--- src/rtl/dpram_pkg.sv ---
package dpram_pkg;
    typedef struct packed {
        logic sel;
        logic wr;
        logic rd;
    } port_req_t;

    localparam int NUM_SIDES = 2;
    localparam int SIDE_L    = 0;
    localparam int SIDE_R    = 1;
endpackage

--- src/rtl/dpram_port_dec.sv ---
module dpram_port_dec
    import dpram_pkg::*;
(
    input  logic      cs_n,
    input  logic      cs,
    input  logic      rw_n,
    input  logic      oe_n,
    output port_req_t req
);
    always_comb begin
        req.sel = !cs_n && cs;
        req.wr  = req.sel && !rw_n;
        req.rd  = req.sel && rw_n && !oe_n;
    end
endmodule

--- src/rtl/dpram_arbiter.sv ---
module dpram_arbiter #(
    parameter int ADDR_W = 4
) (
    input  logic              clk,
    input  logic              rst_n,
    input  logic              sel_l,
    input  logic              wr_l,
    input  logic              rd_l,
    input  logic [ADDR_W-1:0] addr_l,
    input  logic              sel_r,
    input  logic              wr_r,
    input  logic              rd_r,
    input  logic [ADDR_W-1:0] addr_r,
    output logic              busy_l,
    output logic              busy_r
);
    typedef struct packed {
        logic              sel_l;
        logic              sel_r;
        logic [ADDR_W-1:0] addr_l;
        logic [ADDR_W-1:0] addr_r;
    } hist_t;

    hist_t hist_d, hist_q;
    logic  coll;
    logic  hold_l, hold_r;
    logic  right_wins;

    always_comb begin
        hist_d.sel_l  = sel_l;
        hist_d.sel_r  = sel_r;
        hist_d.addr_l = addr_l;
        hist_d.addr_r = addr_r;

        coll       = sel_l && sel_r && (addr_l == addr_r) && (wr_l || wr_r);
        hold_l     = hist_q.sel_l && (hist_q.addr_l == addr_l);
        hold_r     = hist_q.sel_r && (hist_q.addr_r == addr_r);
        right_wins = hold_r && !hold_l;
        busy_l     = coll && right_wins;
        busy_r     = coll && !right_wins;
    end

    always_ff @(posedge clk or negedge rst_n) begin
        if (!rst_n) begin
            hist_q <= '0;
        end else begin
            hist_q <= hist_d;
        end
    end

    p_one_loser_r6: assert property (@(posedge clk) disable iff (!rst_n)
        $onehot0({busy_l, busy_r}));

    p_shared_read_r5: assert property (@(posedge clk) disable iff (!rst_n)
        (rd_l && rd_r && addr_l == addr_r) |-> (!busy_l && !busy_r));
endmodule

--- src/rtl/dpram_core.sv ---
module dpram_core #(
    parameter int ADDR_W = 4,
    parameter int DATA_W = 8
) (
    input  logic              clk,
    input  logic              rst_n,
    input  logic              wr_l,
    input  logic              rd_l,
    input  logic              blk_l,
    input  logic [ADDR_W-1:0] addr_l,
    input  logic [DATA_W-1:0] wdata_l,
    input  logic              wr_r,
    input  logic              rd_r,
    input  logic              blk_r,
    input  logic [ADDR_W-1:0] addr_r,
    input  logic [DATA_W-1:0] wdata_r,
    output logic [DATA_W-1:0] rdata_l,
    output logic              rvalid_l,
    output logic [DATA_W-1:0] rdata_r,
    output logic              rvalid_r
);
    localparam int DEPTH = 1 << ADDR_W;

    typedef struct packed {
        logic [DATA_W-1:0] rdata_l;
        logic              rvalid_l;
        logic [DATA_W-1:0] rdata_r;
        logic              rvalid_r;
    } out_t;

    logic [DATA_W-1:0] mem [DEPTH];
    out_t out_d, out_q;
    logic we_l, we_r;

    always_comb begin
        we_l           = wr_l && !blk_l;
        we_r           = wr_r && !blk_r;
        out_d          = out_q;
        out_d.rvalid_l = rd_l;
        out_d.rvalid_r = rd_r;
        if (rd_l) out_d.rdata_l = mem[addr_l];
        if (rd_r) out_d.rdata_r = mem[addr_r];
    end

    always_ff @(posedge clk or negedge rst_n) begin
        if (!rst_n) begin
            out_q <= '0;
        end else begin
            out_q <= out_d;
        end
    end

    // Left is applied last so it prevails if both sides land unblocked.
    always_ff @(posedge clk) begin
        if (we_r) mem[addr_r] <= wdata_r;
        if (we_l) mem[addr_l] <= wdata_l;
    end

    assign rdata_l  = out_q.rdata_l;
    assign rvalid_l = out_q.rvalid_l;
    assign rdata_r  = out_q.rdata_r;
    assign rvalid_r = out_q.rvalid_r;

    p_read_valid_r3: assert property (@(posedge clk) disable iff (!rst_n)
        rd_l |=> rvalid_l);

    p_idle_invalid_r4: assert property (@(posedge clk) disable iff (!rst_n)
        !rd_r |=> !rvalid_r);
endmodule

--- src/rtl/dpram_arb.sv ---
module dpram_arb
    import dpram_pkg::*;
#(
    parameter int ADDR_W = 4,
    parameter int DATA_W = 8
) (
    input  logic              clk,
    input  logic              rst_n,
    input  logic              master_sel,
    input  logic              l_cs_n,
    input  logic              l_cs,
    input  logic              l_rw_n,
    input  logic              l_oe_n,
    input  logic [ADDR_W-1:0] l_addr,
    input  logic [DATA_W-1:0] l_wdata,
    output logic [DATA_W-1:0] l_rdata,
    output logic              l_rvalid,
    input  logic              l_busy_in,
    output logic              l_busy_out,
    input  logic              r_cs_n,
    input  logic              r_cs,
    input  logic              r_rw_n,
    input  logic              r_oe_n,
    input  logic [ADDR_W-1:0] r_addr,
    input  logic [DATA_W-1:0] r_wdata,
    output logic [DATA_W-1:0] r_rdata,
    output logic              r_rvalid,
    input  logic              r_busy_in,
    output logic              r_busy_out
);
    logic      cs_n_a [NUM_SIDES];
    logic      cs_a   [NUM_SIDES];
    logic      rw_n_a [NUM_SIDES];
    logic      oe_n_a [NUM_SIDES];
    port_req_t req_a  [NUM_SIDES];

    assign cs_n_a[SIDE_L] = l_cs_n;
    assign cs_n_a[SIDE_R] = r_cs_n;
    assign cs_a[SIDE_L]   = l_cs;
    assign cs_a[SIDE_R]   = r_cs;
    assign rw_n_a[SIDE_L] = l_rw_n;
    assign rw_n_a[SIDE_R] = r_rw_n;
    assign oe_n_a[SIDE_L] = l_oe_n;
    assign oe_n_a[SIDE_R] = r_oe_n;

    for (genvar s = 0; s < NUM_SIDES; s++) begin : g_dec
        dpram_port_dec dec_i (
            .cs_n (cs_n_a[s]),
            .cs   (cs_a[s]),
            .rw_n (rw_n_a[s]),
            .oe_n (oe_n_a[s]),
            .req  (req_a[s])
        );
    end

    logic arb_busy_l, arb_busy_r;
    logic blk_l, blk_r;

    dpram_arbiter #(.ADDR_W(ADDR_W)) arb_i (
        .clk    (clk),
        .rst_n  (rst_n),
        .sel_l  (req_a[SIDE_L].sel),
        .wr_l   (req_a[SIDE_L].wr),
        .rd_l   (req_a[SIDE_L].rd),
        .addr_l (l_addr),
        .sel_r  (req_a[SIDE_R].sel),
        .wr_r   (req_a[SIDE_R].wr),
        .rd_r   (req_a[SIDE_R].rd),
        .addr_r (r_addr),
        .busy_l (arb_busy_l),
        .busy_r (arb_busy_r)
    );

    always_comb begin
        l_busy_out = master_sel && arb_busy_l;
        r_busy_out = master_sel && arb_busy_r;
        blk_l      = master_sel ? arb_busy_l : l_busy_in;
        blk_r      = master_sel ? arb_busy_r : r_busy_in;
    end

    dpram_core #(.ADDR_W(ADDR_W), .DATA_W(DATA_W)) core_i (
        .clk      (clk),
        .rst_n    (rst_n),
        .wr_l     (req_a[SIDE_L].wr),
        .rd_l     (req_a[SIDE_L].rd),
        .blk_l    (blk_l),
        .addr_l   (l_addr),
        .wdata_l  (l_wdata),
        .wr_r     (req_a[SIDE_R].wr),
        .rd_r     (req_a[SIDE_R].rd),
        .blk_r    (blk_r),
        .addr_r   (r_addr),
        .wdata_r  (r_wdata),
        .rdata_l  (l_rdata),
        .rvalid_l (l_rvalid),
        .rdata_r  (r_rdata),
        .rvalid_r (r_rvalid)
    );

    p_secondary_quiet_r10: assert property (@(posedge clk) disable iff (!rst_n)
        !master_sel |-> (!l_busy_out && !r_busy_out));

    p_collision_flag_r6: assert property (@(posedge clk) disable iff (!rst_n)
        (master_sel && req_a[SIDE_L].sel && req_a[SIDE_R].sel && l_addr == r_addr
         && (req_a[SIDE_L].wr || req_a[SIDE_R].wr)) |-> (l_busy_out || r_busy_out));
endmodule

--- config.mk ---
export PLATFORM = sky130hd
export DESIGN_NAME = dpram_arb
export DESIGN_NICKNAME = d
export VERILOG_FILES = /design/src/rtl/dpram_pkg.sv /design/src/rtl/dpram_port_dec.sv /design/src/rtl/dpram_arbiter.sv /design/src/rtl/dpram_core.sv /design/src/rtl/dpram_arb.sv
export SDC_FILE = /design/constraint.sdc
export NUM_CORES = 1
export LEC_CHECK = 0
export BUFFER_PORTS_ARGS = -buffer_cell sky130_fd_sc_hd__buf_2
export CORE_MARGIN = 8
export CORE_UTILIZATION = 41
export CTS_CLUSTER_DIAMETER = 60
export CTS_CLUSTER_SIZE = 40
export DETAILED_ROUTE_END_ITERATION = 16
export PLACE_DENSITY = 0.69
export SYNTH_ARGS = -nofsm -noshare
export SYNTH_HDL_FRONTEND = slang
export SYNTH_SLANG_ARGS = --single-unit
--- constraint.sdc ---
create_clock -name clk -period 2.5 [get_ports clk]
set_input_delay 0.375 -clock clk [delete_from_list [all_inputs] [get_ports clk]]
set_output_delay 0.375 -clock clk [all_outputs]
set_load 0.02 [all_outputs]
==> results.py <==
metrics = {
    "power": {
        "leakagePower_nw": 3.94,
        "seq_power_share_pct": 46.8,
        "net_sw_power_mw": 1.66,
        "internal_power_mw": 4.65,
        "comb_power_share_pct": 13.7,
        "sw_frac_of_total_pct": 26.3,
        "irDropWorstVdd_v": 0.000475,
        "report.power.total_mw": 6.31,
        "power.density_cell_area_nw_per_um2": 561,
        "pwr-share-clk_pct": 39.5,
    },
    "yosys": {
        "syn_area_um2": 9490,
        "netlist.area_leader.share_pct": 40.5,
        "asr_flop_ratio_synth_pct": 17.9,
        "yosysUniqueCellTypes": 56,
        "synth-seq-area-share_pct": 47.9,
        "synth_ff_type": "sky130_fd_sc_hd__edfxtp_1",
        "ys_ff_latch": 156,
        "synth-edff-count": 128,
        "synth_top_cell_by_area": "sky130_fd_sc_hd__edfxtp_1",
        "syn_inst": 634,
        "post_synth.cell_area_avg_um2": 15.0,
        "ys_warn_count": 0,
        "syn_nets": 671,
        "synthTopCellsByArea": "sky130_fd_sc_hd__edfxtp_1 (41%), sky130_fd_sc_hd__mux2_2 (16%), sky130_fd_sc_hd__mux4_2 (15%)",
    },
    "critical_path": {
        "worst-r2r-setup-slack_ps": 120,
        "crit_fanout": 21,
        "ff2ff_path_depth": 7,
        "worst-endpoint-arrival_ps": 2010,
        "worst_ep_required_time_ps": 2120,
        "worst_r2r_endpoint": "core_i.mem[11][7]$_DFFE_PP_",
        "worst_r2r_startpoint": "arb_i.hist_q[2]$_DFF_PN0_",
        "timing.setup.critical_path_class": "flop to output port",
        "critical_path.startpoint_type": "flop",
        "critical_path_sink_type": "output port",
    },
    "worst_hold_path": {
        "holdPathStages": 1,
        "holdCritStartpoint": "r_addr[0]",
        "hold-path-endpoint": "arb_i.hist_q[0]$_DFF_PN0_",
        "hold_path.class": "input port to flop",
    },
    "placement": {
        "port_buffers": 56,
        "dp.final_hpwl_mm": 18.9,
        "gp_congestion": 0.838,
        "post-place-ws_ps": -124,
    },
    "floorplanning": {
        "die_height_um": 168,
        "area_of_the_die_um2": 28300,
        "coreArea_um2": 22700,
        "pin_count": 57,
        "die-width_um": 168,
        "floorplan.rows": 55,
        "effective_utilization_at_floorplan_pct": 41.8,
    },
    "sta": {
        "period_minus_slack_ps": 2390,
        "holdWs_ps": 163,
        "rsz0062_at_grt": "true",
        "finalSetupTns_ps": 0,
        "final-setup-viol-count": 0,
        "max_slew.worst_pin.slew_ps": 670,
        "max_clock_freq_mhz": 419,
        "timing.slew.headroom_pct": 55.3,
        "report.final.slew_viol_count": 0,
        "worst_setup_skew_after_layout_ps": 11.0,
        "setup_ws_ps": 113,
        "finalCritPeriodShare_pct": 95.5,
        "report.final.hold_viol_count": 0,
    },
    "grt": {
        "grt_pass1_vias": 6636,
        "initial_antenna_violation_count": 0,
        "grt_start_max_net_pins": 40,
        "grt_overflow": 0,
        "global_route_wire_length_before_repair_mm": 41.3,
        "grt.total_usage_pct": 19.6,
    },
    "clocking": {
        "insertion_delay_ps": 440,
        "maximum_buffer_depth_of_the_clock_tree": 2,
        "clk_transition_reported_paths_ps": 70,
        "ctsHtreeMaxLevel": 4,
        "clockRootBuffer": "sky130_fd_sc_hd__clkbuf_16",
        "tritoncts_clock_tree": "yes",
        "cts.sink_count": 156,
        "cts_buffers": 17,
    },
    "layout": {
        "mostFrequentLayoutCell": "sky130_fd_sc_hd__mux2_2",
        "insertedDiodeCount": 0,
        "post_route_cells_drive_above_1_share_pct": 54.5,
        "fillers": 1884,
        "finalCoreUtilization_pct": 49.6,
        "syn_to_final_growth_pct": 18.6,
        "mostFrequentLayoutCells": "sky130_fd_sc_hd__mux2_2 (134), sky130_fd_sc_hd__edfxtp_1 (128), sky130_fd_sc_hd__mux4_2 (64)",
        "final_nets": 753,
    },
    "drt": {
        "final_antenna_net_count": 0,
        "wl_per_cell_um": 26.7,
        "drtIter0Drc": 774,
        "dr.pass1.iters": 8,
        "detailroute.via_count": 6315,
        "drt-vias-per-instance": 6.23,
        "route.detailed.drc": 0,
        "routed_wl_mm": 27.1,
    },
    "flow_run": {
        "drv_cap": 0,
    },
    "status": {
        "result_of_the_run": "complete, no violations",
    },
}
==> stage by stage <==
step	instance area, µm²	instances
final	11300	1014
after global routing	11300	1014
after CTS	11300	1013
after detailed placement	10600	977
after global placement	10600	977
after floorplan	9570	634
==> cells in the mapped netlist, types with 4 or more instances <==
library cell,count
sky130_fd_sc_hd__mux2_2,134
sky130_fd_sc_hd__buf_1,7
sky130_fd_sc_hd__a31oi_1,7
sky130_fd_sc_hd__dfrtp_1,28
sky130_fd_sc_hd__nand2b_1,7
sky130_fd_sc_hd__nor2b_1,7
sky130_fd_sc_hd__o21ai_4,8
sky130_fd_sc_hd__mux4_2,64
sky130_fd_sc_hd__inv_1,4
sky130_fd_sc_hd__nor2_1,37
sky130_fd_sc_hd__buf_2,13
sky130_fd_sc_hd__a221o_1,16
sky130_fd_sc_hd__edfxtp_1,128
sky130_fd_sc_hd__mux2i_1,23
sky130_fd_sc_hd__nand2_1,18
sky130_fd_sc_hd__nor3_1,26
sky130_fd_sc_hd__xnor2_1,4
sky130_fd_sc_hd__mux2_4,8
sky130_fd_sc_hd__buf_6,4
sky130_fd_sc_hd__a21oi_1,8
sky130_fd_sc_hd__clkbuf_1,28
sky130_fd_sc_hd__buf_4,5
==> registers in the layout (all words and copies together), names as in the netlist <==
| register | flops |
|---|---|
| arb_i.hist_q | 10 |
| core_i.mem | 128 |
| core_i.rvalid_l | 1 |
| core_i.rdata_r | 8 |
| core_i.rvalid_r | 1 |
| core_i.rdata_l | 8 |
==> repair_timing <==
item,CTS,global route
pin swaps,3,2
setup endpoints to repair,2,69
hold buffers,1,0
hold endpoints to repair,28,0
setup buffers,3,1
gates resized for setup,2,1
==> layout make-up <==
| class | instances | area (µm²) | share of cell area (%) |
|---|---|---|---|
| Clock inverter | 13 | 100 | 0.889 |
| Clock buffer | 19 | 454 | 4.04 |
| Sequential cell | 156 | 4540 | 40.4 |
| Timing Repair Buffer | 121 | 1060 | 9.45 |
| Tap cell | 285 | 357 | 3.17 |
| Inverter | 5 | 18.8 | 0.167 |
| Multi-Input combinational cell | 415 | 4720 | 41.9 |
==> routing by layer <==
metal  up-vias  track usage, %  wire length (µm)
met3        52            3.84              2250
met1      3245            25.9             11000
met5         -               0                 0
met2       315            31.9             13200
li1       2703               -                 -
met4         0            6.83               673
==> power groups by stage <==
stage                     combinational (mW)  clock [mW]  sequential [mW]
after global routing                   0.918        2.60             2.96
after global placement                 0.836           0             3.00
after CTS                              0.865        2.50             2.96
final                                  0.865        2.49             2.96
after floorplan                        0.491           0             3.07
after detailed placement               0.858           0             3.01
==> critical path: stages (launching register included) <==
cell and delay [ps]:
sky130_fd_sc_hd__dfrtp_1 380, sky130_fd_sc_hd__xor2_1 160, sky130_fd_sc_hd__a2111o_1 320, sky130_fd_sc_hd__o211a_1 250, sky130_fd_sc_hd__buf_12 180, sky130_fd_sc_hd__nor2_4 120, sky130_fd_sc_hd__buf_2 170
==> cells by family after synthesis <==
group,share of synthesized area [%]
and+or+nand+nor,7.11
xor gates and xnor gates,0.554
muxes,35.0
buffers and inverters,3.30
AOI/OAI and AO/OA,6.09
DFF,47.9
==> worst max path at each step <==
stage          cells past startpoint                       from  slack (ps)                     endpoint
6_report                           6  arb_i.hist_q[4]$_DFF_PN0_         110                   r_busy_out
5_1_grt                            7  arb_i.hist_q[2]$_DFF_PN0_          -6  core_i.mem[10][2]$_DFFE_PP_
4_1_cts                            6  arb_i.hist_q[4]$_DFF_PN0_           3                   l_busy_out
3_5_place_dp                       8                  l_addr[1]        -120   core_i.mem[8][6]$_DFFE_PP_
3_3_place_gp                       8                  l_addr[1]         -50   core_i.mem[8][1]$_DFFE_PP_
2_1_floorplan                      8                  l_addr[1]           3   core_i.mem[7][0]$_DFFE_PP_
Power figures use the tool's default switching activity.
